## config.mk

```make
export PLATFORM = sky130hd
export DESIGN_NAME = irq_collector
export DESIGN_NICKNAME = d
export VERILOG_FILES = /design/src/rtl/irq_collector.sv
export SDC_FILE = /design/constraint.sdc
export NUM_CORES = 1
export LEC_CHECK = 0
export ABC_AREA = 1
export BUFFER_PORTS_ARGS = -buffer_cell sky130_fd_sc_hd__buf_4
export CORE_MARGIN = 5
export CORE_UTILIZATION = 40
export DETAILED_ROUTE_END_ITERATION = 6
export PLACE_DENSITY = 0.68
export SETUP_SLACK_MARGIN = 0.02
export SYNTH_ARGS = -nofsm -noshare
export SYNTH_HDL_FRONTEND = slang
export SYNTH_SLANG_ARGS = --single-unit
```

## constraint.sdc

```tcl
create_clock -name clk -period 2.22 [get_ports clk]
set_input_delay 0.444 -clock clk [delete_from_list [all_inputs] [get_ports clk]]
set_output_delay 0.444 -clock clk [all_outputs]
set_load 0.02 [all_outputs]
```

## src/rtl/irq_collector.sv

```systemverilog
module irq_collector #(
  parameter int AW = 12,
  parameter logic [AW-1:0] BASE = 12'h7E0,
  parameter logic [31:0] LATCHED = 32'h01FF_FD1E,
  parameter int CPUQ_BIT = 0,
  parameter int MAIL_BIT = 7
) (
  input  logic          clk,
  input  logic          rst_n,
  input  logic [31:0]   ev_in,
  input  logic          cpuq_lvl,
  input  logic          mail_lvl,
  input  logic          bus_sel,
  input  logic          bus_wr,
  input  logic [AW-1:0] bus_addr,
  input  logic [31:0]   bus_wdata,
  output logic [31:0]   bus_rdata,
  output logic          bus_ready,
  output logic          irq
);
  localparam logic [31:0] LEVEL = (32'd1 << CPUQ_BIT) | (32'd1 << MAIL_BIT);
  localparam logic [31:0] IMPL  = LATCHED | LEVEL;

  logic [31:0] lat_q, mask_q, raw, masked, ack_bits;
  logic        wait_q, hit_raw, hit_msk, hit_mask, hit_ack, slow, do_wr;

  assign hit_raw  = bus_addr == BASE;
  assign hit_msk  = bus_addr == BASE + 4;
  assign hit_mask = bus_addr == BASE + 8;
  assign hit_ack  = bus_addr == BASE + 12;
  assign slow     = hit_mask | hit_ack;

  assign bus_ready = bus_sel & (~slow | wait_q);
  assign do_wr     = bus_ready & bus_wr;
  assign ack_bits  = (do_wr & hit_ack) ? bus_wdata : 32'd0;

  always_comb begin
    raw = lat_q;
    raw[CPUQ_BIT] = cpuq_lvl;
    raw[MAIL_BIT] = mail_lvl;
  end
  assign masked = raw & ~mask_q;

  always_comb begin
    bus_rdata = 32'd0;
    if (bus_ready && !bus_wr) begin
      if (hit_raw)  bus_rdata = raw;
      if (hit_msk)  bus_rdata = masked;
      if (hit_mask) bus_rdata = mask_q;
    end
  end

  always_ff @(posedge clk) begin
    if (!rst_n) begin
      lat_q  <= '0;
      mask_q <= IMPL;
      wait_q <= 1'b0;
      irq    <= 1'b0;
    end else begin
      lat_q  <= ((lat_q & ~ack_bits) | ev_in) & LATCHED;
      wait_q <= bus_sel & slow & ~bus_ready;
      irq    <= |masked;
      if (do_wr && hit_mask) mask_q <= bus_wdata & IMPL;
    end
  end

  AST_ACK_CLEARS: assert property (@(posedge clk) disable iff (!rst_n)
    (do_wr && hit_ack) |=> ((lat_q & $past(bus_wdata & ~ev_in & LATCHED)) == 32'd0));
  AST_SET_WINS: assert property (@(posedge clk) disable iff (!rst_n)
    1'b1 |=> ((lat_q & $past(ev_in & LATCHED)) == $past(ev_in & LATCHED)));
  AST_IRQ_FOLLOWS: assert property (@(posedge clk) disable iff (!rst_n)
    1'b1 |=> (irq == $past(|(raw & ~mask_q))));
  AST_SLOW_WAIT: assert property (@(posedge clk) disable iff (!rst_n)
    (bus_sel && slow && !$past(bus_sel)) |-> !bus_ready);
  AST_SLOW_DONE: assert property (@(posedge clk) disable iff (!rst_n)
    (bus_sel && slow && !bus_ready) |=> (bus_sel ? bus_ready : 1'b1));
  AST_RSVD_ZERO: assert property (@(posedge clk) disable iff (!rst_n)
    (bus_rdata & ~IMPL) == 32'd0);
  AST_RO_WRITE: assert property (@(posedge clk) disable iff (!rst_n)
    (bus_sel && bus_wr && !slow) |=> $stable(mask_q));
endmodule

```

Word-level counts from Yosys, hierarchy flattened
Cells that the tools add are included.

Bitwise logic cells: 14. Multiplexer cells: 5. Equality and inequality tests: 4. Reductions and logical operators: 4.

Operators with widths (number): $mux W32 (3); $mux W25 (2); $eq A12 B11 Y1 const B (4); $and A25 B32 Y32 (1); $not A25 Y32 (1); $reduce_or A32 Y1 (1); $and A25 B25 Y25 (1); $not A25 Y25 (1); $or A25 B25 Y25 (1); $and A1 B1 Y1 (5); $logic_and A1 B1 Y1 (2); $not A1 Y1 (2); $or A1 B1 Y1 (2); $logic_not A1 Y1 (1).

Input port bits: 82. Register bits: 44.

Longest topological paths before layout
Gate-level depths: netlist of the first run.

Depth in word-level cells: 11. Mapped depth: 10. Mapped depth without buffers: 9.

Worst setup path after synthesis of the first run
Ideal clock, no wire load.

Path type: input port to output port. Start point: in bus_addr[10]. End point: out bus_rdata[10]. Data required time: 1.776 ns. Path buffers: 1. Arrival time: 1.625 ns. Stages on the path: 9. Setup slack: 0.151 ns. Path through: inv_1 nor3_4 nand2_2 nor2_4 nand2_2 buf_6 o21ai_0 nor2_1 nor2_1.

Longest elaborated chain between the ends: 7. Elaborated cells between the ends (all ways): 13. Classes of those cells: eq/ne: 4; mux: 4; bitwise: 4; reduce/logical: 1.

RTL lines: from (decl) (line 15) `input logic [AW-1:0] bus_addr,`; $eq A12 B11 Y1 (on tied branches) (line 29, 30); $or A1 B1 Y1 (line 31) `assign slow = hit_mask | hit_ack;`; $not A1 Y1 (line 33) `assign bus_ready = bus_sel & (~slow | wait_q);`; $or A1 B1 Y1 (line 33); $and A1 B1 Y1 (line 33); $logic_and A1 B1 Y1 (line 46) `if (bus_ready && !bus_wr) begin`; $mux W32 (*) (line 46); to (decl) (line 17) `output logic [31:0] bus_rdata,`.

Every way passes the cells marked *; elsewhere a longest branch is shown, timed or not.

Final worst setup path of the first run
Start point: in bus_addr[7]. End point: out bus_rdata[17].

Same word-level chain as after synthesis.

==> summary.md, run 1 <==
| Metric | Value |
|---|---|
| Clock sinks | `44` |
| Mean area per synthesized cell | `6.38 sq um` |
| Rel. slew slack | `0.423` |
| Leakage | `2.21 nW` |
| Worst r2r path cells | `4` |
| Hold crit path type | `in -> reg` |
| Status | `complete, but fails checks` |
| Vias in the first global route | `3107` |
| Max-Cap Viols | `0` |
| Antenna-violating nets left | `0` |
| CTS tree | `yes` |
| Synth area leader | `dfxtp_1` |
| Hold_sp | `ev_in[12]` |
| Syn Inst Count | `476` |
| FP Rows | `31` |
| Vias | `3235` |
| Multiplexer area fraction after synthesis | `0` |
| Fin crit share | `1.02` |
| Syn Std Cell Area | `3040 sq um` |
| Violated checks | `negative setup slack` |
| Core Area | `7330 sq um` |
| Initial core utilization | `0.414` |
| Final Routed Wirelength | `8860 um` |
| Clock transition at path regs | `0.09 ns` |
| Startpoint Class | `input pin` |
| Die Span Y | `97.2 um` |
| Synth cell types | `32` |
| RSZ-0062 raised after global routing | `yes` |
| Sequential Area | `881 sq um` |
| H-tree depth | `2` |
| Largest net degree at the start of global routing | `27` |
| Reg-to-reg endpoint | `lat_q[12]` |
| Die area | `9440 sq um` |
| Hold worst-path end | `lat_q[12]` |
| 1st-iter DRT viols | `232` |
| Post-synth top area share | `0.290` |
| FF+latch count, synth | `44` |
| Hold slack | `0.383 ns` |
| R2r setup slk | `1.08 ns` |
| Hold Buf Count CTS | `0` |
| Worst Hold Path Cells | `3` |
| First-pass GRT wire length | `14200 um` |
| Clk_skew | `0.00662 ns` |
| Yosys Warn Count | `0` |
| Port Buffers | `83` |
| Antenna cells | `0` |
| Half-perimeter wire length after placement | `6080 um` |
| Die width | `97.2 um` |
| Slew @ Worst Pin | `0.865 ns` |
| Post-route DRC | `0` |
| Max-slew violations | `0` |
| Fraction of the mapped netlist area in compound gates | `0.199` |
| I/O pin total | `116` |
| Synth-to-layout area growth | `33.4%` |
| Drt first pass iters | `6` |
| Nets@finish | `644` |
| Total CTS buffers | `5` |
| Final hold vios | `0` |
| Sequential fraction of the synthesis area | `0.290` |
| Synth Area in Simple Gates | `0.315` |
| Worst EP arrival | `1.82 ns` |
| Crit path time final | `2.26 ns` |
| Clk_lat worst skew | `0.30 ns` |
| Avg WL per Cell | `13.4 um` |
| XOR/XNOR Fraction of Synth Area | `0` |
| Top cells by area, synth | `dfxtp_1 29%, inv_1 12%, nand2_1 11%, nor2_1 9.3%, nand4_1 5.8%` |
| Synth Area in Adders | `0` |
| Crit Path Class | `in -> out` |
| Clk buf depth | `2` |
| Max rail drop VDD | `234 uV` |
| Via density per instance | `4.89` |
| GP Congestion | `0.809` |
| Endpoints failing setup | `17` |
| Post-route core utilization | `0.553` |
| Layout cell share with drive strength beyond 1 | `0.275` |
| Initial antenna violation count | `0` |
| Worst R2R Start | `wait_q` |
| Total GRT Usage | `0.178` |
| Dpl ws | `-0.0846 ns` |
| Critical Path Sink Type | `primary output` |
| Largest family of logic cells by synthesized area | `simple AND/OR/NAND/NOR gates` |
| CP Data Required Time | `1.78 ns` |
| P per Cell Area | `403 nW/um^2` |
| Worst Slack Setup Final | `-0.0414 ns` |
| Critical Path Fanout Max | `12` |
| Global route overflow | `0` |
| Multi-input gate area | `1650 sq um` |
| CTS Root Cell | `clkbuf_8` |
| FILL cells | `715` |
| Peak Freq | `0.442 GHz` |
power by group:
group / leakage, nW / internal (mW) / switching [mW] / total, mW
clock: 0.0434 / 0.252 / 0.290 / 0.542
combinational: 1.80 / 0.125 / 0.132 / 0.258
sequential: 0.362 / 0.815 / 0.0194 / 0.834
total: 2.21 / 1.19 / 0.442 / 1.63
flip-flops by register name, summed over array words and instances (netlist names):
register / count
irq: 1
mask_q: 22
lat_q: 20
wait_q: 1
worst max-delay path by stage:
stage,startpoint,to,slack (ns),depth (start not counted)
3_5_place_dp,bus_addr[10],bus_rdata[24],-0.08,10
4_1_cts,bus_addr[10],bus_rdata[7],0.004,12
5_1_grt,bus_addr[10],bus_rdata[2],-0.15,12
6_report,bus_addr[7],bus_rdata[17],-0.04,12
2_1_floorplan,bus_addr[10],bus_rdata[10],0.15,9
3_3_place_gp,bus_addr[11],bus_rdata[13],-0.06,9
metal layers:
layer | up-vias | GRT usage | wire length [um]
met1 | 1456 | 0.218 | 3850
met3 | 12 | 0.0366 | 509
li1 | 1639 | - | -
met2 | 128 | 0.310 | 4400
met5 | - | 0 | 0
met4 | 0 | 0.0572 | 103
final cells by class:
class	count	share of cell area
Multi-Input combinational cell	307	0.407
Sequential cell	44	0.217
Tap cell	99	0.0306
Clock buffer	6	0.0204
Inverter	97	0.0917
Clock inverter	2	0.00371
Timing Repair Buffer	107	0.229
synthesized netlist by cell type:
master and number:
a31oi_1 1, buf_1 3, nand3b_1 1, nor4_1 1, and2_1 1, o21ai_1 12, nor3_4 1, o211ai_2 12
nand2_2 4, o211ai_1 10, conb_1 1, inv_2 1, dfxtp_1 44, nor2_4 1, nand4_4 1, nand4_1 28
or2_2 1, a21oi_1 20, clkbuf_1 9, buf_6 5, nand3_2 1, o21bai_4 1, nor2_1 75, buf_4 10
nand2_1 90, nand3_1 4, o21ai_0 9, nor2_2 2, buf_2 10, nor2_8 1, inv_1 96, o21bai_1 20
critical path, cell delays in order:
cell	delay (ns)
buf_4	0.11
nand2_1	0.07
nor2_2	0.05
buf_4	0.12
buf_4	0.12
nand3_1	0.08
inv_2	0.05
o21bai_4	0.20
buf_12	0.17
nand4_1	0.09
nor2_2	0.18
buf_6	0.14
logic make-up after synthesis:
logic type	count (synthesis)
and+or+nand+nor	212
buffers and inverters	134
AOI/OAI and AO/OA	85
DFF	44
other	1
through the flow:
stage	total power [mW]	TNS, ns	cell area (sq um)	std cells
finish	1.63	-0.327	4050	662
global placement	1.09	-0.596	3780	649
global route	1.71	-2.24	4050	662
floorplan	0.992	0	3070	485
CTS	1.64	0	3930	658
detailed placement	1.10	-0.772	3780	649
cell usage in the layout (no fill, tap or decap), types with 2 or more instances in the layout:
cell | netlist | routed
nand3_1 | 4 | 4
clkinvlp_4 | 0 | 2
o21ai_1 | 12 | 12
conb_1 | 1 | 10
o21ai_2 | 0 | 4
inv_1 | 96 | 94
buf_6 | 5 | 11
o211ai_2 | 12 | 12
a21oi_1 | 20 | 20
nor2_2 | 2 | 7
buf_4 | 10 | 90
buf_12 | 0 | 4
nor2_1 | 75 | 70
clkbuf_8 | 0 | 6
dfxtp_1 | 44 | 44
o211ai_1 | 10 | 10
clkbuf_16 | 0 | 2
nand2_1 | 90 | 88
nand4_1 | 28 | 28
nand2_2 | 4 | 5
o21bai_1 | 20 | 20
o21ai_0 | 9 | 5
repair_timing:
item,in CTS,in global routing
buffers inserted,1,1
resized for setup,12,21
endpoints found under the hold margin,0,0
setup endpoints to repair,22,23
pin swaps,13,9
cloned,0,3
Power figures use the tool's default switching activity.
==> run 2, diff against run 1 <==
--- a/config.mk
+++ b/config.mk
@@ -11,6 +11,7 @@
 export CORE_UTILIZATION = 40
 export DETAILED_ROUTE_END_ITERATION = 6
 export PLACE_DENSITY = 0.68
+export RECOVER_POWER = 100
 export SETUP_SLACK_MARGIN = 0.02
 export SYNTH_ARGS = -nofsm -noshare
 export SYNTH_HDL_FRONTEND = slang
==> constraint.sdc (replaced) <==
create_clock -name clk -period 2.4 [get_ports clk]
set_input_delay 0.48 -clock clk [delete_from_list [all_inputs] [get_ports clk]]
set_output_delay 0.48 -clock clk [all_outputs]
set_load 0.02 [all_outputs]
==> summary.md, run 2 (same netlist as run 1, synthesis figures left out) <==
| Metric | Value |
|---|---|
| H-tree depth | `2 (unchanged)` |
| Total GRT Usage | `0.180 (+0.00232)` |
| Max-slew violations | `0 (unchanged)` |
| Clock sinks | `44 (unchanged)` |
| Drt first pass iters | `5 (-1)` |
| CTS Root Cell | `clkbuf_8` |
| CP cell instances | `clkbuf_4, inv_2, nand2_2, nor2_4, nand2_2, nor2_4, buf_12, nand2_8, o21ai_0, nor2_1, nor2_1, buf_4` |
| Initial core utilization | `0.414 (unchanged)` |
| Core Area | `7330 sq um (unchanged)` |
| Worst r2r path cells | `4 (unchanged)` |
| Crit-path leading delay family | `simple AND/OR/NAND/NOR gates` |
| Fin crit share | `0.978` |
| Rel. slew slack | `0.456 (+0.0334)` |
| Endpoints failing setup | `0 (-17)` |
| Clk_lat worst skew | `0.29 ns (about the same)` |
| Hold_sp | `ev_in[13]` |
| Final Routed Wirelength | `8790 um (-0.78%)` |
| P per Cell Area | `366 nW/um^2 (-9.2%)` |
| Nets@finish | `641 (-0.47%)` |
| Status | `finished, final reports clean` |
| Crit Path Class | `in -> out` |
| Largest net degree at the start of global routing | `27 (unchanged)` |
| Hold Buf Count CTS | `0 (unchanged)` |
| Max rail drop VDD | `236 uV (+0.84%)` |
| Die width | `97.2 um (unchanged)` |
| Total CTS buffers | `5 (unchanged)` |
| Reg-to-reg endpoint | `lat_q[4]` |
| Die Span Y | `97.2 um (unchanged)` |
| Initial antenna violation count | `0 (unchanged)` |
| FILL cells | `742 (+3.8%)` |
| Startpoint Class | `input pin` |
| Worst R2R Start | `wait_q` |
| Half-perimeter wire length after placement | `6130 um (+0.79%)` |
| Vias | `3233 (-0.062%)` |
| I/O pin total | `116 (unchanged)` |
| Crit path time final | `2.35 ns` |
| CTS tree | `yes` |
| Slew @ Worst Pin | `0.815 ns (-0.0501 ns)` |
| Clock transition at path regs | `0.08 ns (about the same)` |
| Hold worst-path end | `lat_q[13]` |
| Synth-to-layout area growth | `31.4%` |
| Hold crit path type | `in -> reg` |
| Via density per instance | `4.91 (+0.55%)` |
| Critical Path Slowest Stage Cell | `nor2_4` |
| Clk_skew | `0.00167 ns (-0.00495 ns)` |
| Biggest register | `mask_q` |
| Antenna-violating nets left | `0 (unchanged)` |
| Total Power | `1.46 mW (-11%)` |
| Global route overflow | `0 (unchanged)` |
| Avg WL per Cell | `13.4 um (-0.18%)` |
| RSZ-0062 raised after global routing | `yes` |
| Critical Path Fanout Max | `21 (+9)` |
| Largest register FFs | `22 (unchanged)` |
| Crit-path max cell delay | `0.19 ns (about the same)` |
| Top Registers | `mask_q x22, lat_q x20` |
| Final hold vios | `0 (unchanged)` |
| GP Congestion | `0.803 (-0.75%)` |
| Worst EP arrival | `1.87 ns (+0.05 ns)` |
| Peak Freq | `0.426 GHz` |
| CP Data Required Time | `1.92 ns (+0.14 ns)` |
| Layout cell share with drive strength beyond 1 | `0.274 (-0.00161)` |
| Post-route core utilization | `0.544 (-0.00819)` |
| FP Rows | `31 (unchanged)` |
| R2r setup slk | `0.95 ns (-0.13 ns)` |
| Port Buffers | `83 (unchanged)` |
| Worst path buffer plus inverter count | `4 (-2)` |
| Die area | `9440 sq um (unchanged)` |
| Vias in the first global route | `3162 (+1.8%)` |
| Clk buf depth | `2 (unchanged)` |
| Most frequent cells in the layout | `94 x inv_1, 88 x nand2_1, 88 x buf_4` |
| 1st-iter DRT viols | `197 (-15%)` |
| Leakage | `2.14 nW (-3.2%)` |
| Critical Path Sink Type | `primary output` |
| Post-route DRC | `0 (unchanged)` |
| Most common cell after layout, fill and taps aside | `inv_1` |
| Worst Hold Path Cells | `3 (unchanged)` |
| Antenna cells | `0 (unchanged)` |
| Max-Cap Viols | `0 (unchanged)` |
| First-pass GRT wire length | `14400 um (+1.1%)` |
run 2: cell count changes in the layout (fill, tap and decap cells not counted), sizes merged:
cell,before,now
clkinv,0,1
clkbuf,8,12
clkinvlp,2,1
buf,105,97
run 2: worst max-delay path by stage:
stage	startpoint	to	slack (ns)	depth (start not counted)
after global routing	bus_addr[10]	bus_rdata[2]	-0.03	11
after CTS	bus_addr[11]	bus_rdata[4]	0.06	10
final	bus_addr[4]	bus_rdata[22]	0.05	12
after global placement	bus_addr[11]	bus_rdata[4]	0.003	10
after floorplan	bus_addr[10]	bus_rdata[10]	0.26	9
after detailed placement	bus_addr[10]	bus_rdata[24]	0.0007	10
run 2: final cells by class:
type | instances | area [sq um] | share of cell area
clock buffers | 5 | 68.8 | 0.0172
multi-input cells | 307 | 1690 | 0.423
repair buffers | 104 | 842 | 0.211
clock inverters | 2 | 12.5 | 0.00313
flip-flops and latches | 44 | 881 | 0.221
inverters | 97 | 374 | 0.0937
well taps | 99 | 124 | 0.0310
run 2: repair_timing:
| item | 4_1_cts | 5_1_grt |
|---|---|---|
| setup endpoints to repair | 7 | 19 |
| cloned | 0 | 2 |
| setup buffers | 0 | 1 |
| pin swaps | 0 | 22 |
| gates resized for setup | 2 | 37 |
run 2: worst register-to-register path, delay by kind of cell (launching register included):
| family | cells | cell delay (ns) |
|---|---|---|
| DFF | 1 | 0.35 |
| and+or+nand+nor | 1 | 0.12 |
| buffers and inverters | 1 | 0.58 |
| AOI/OAI and AO/OA | 2 | 0.32 |
run 2: stage by stage:
stage	TNS [ns]	std cells	instance area, sq um	hold slack [ns]	setup slack [ns]
after CTS	0	655	3840	0.411	0.0608
after global routing	-0.164	658	3990	0.416	-0.0310
final	0	658	3990	0.423	0.0536
after global placement	0	648	3750	0.452	0.00323
after detailed placement	0	648	3750	0.450	0.000715
after floorplan	0	485	3070	0.438	0.259
run 2: where the power goes:
group	switching, mW	internal (mW)
logic	0.123	0.114
registers	0.0177	0.754
clock network	0.256	0.197
run 2: routing by layer:
layer  routed length [um]  GRT usage  part of all wire
met1                 3750      0.213              0.43
met2                 4310      0.313              0.49
met3                  480     0.0416             0.055
met4                  254     0.0734             0.029
met5                    0          0                 0
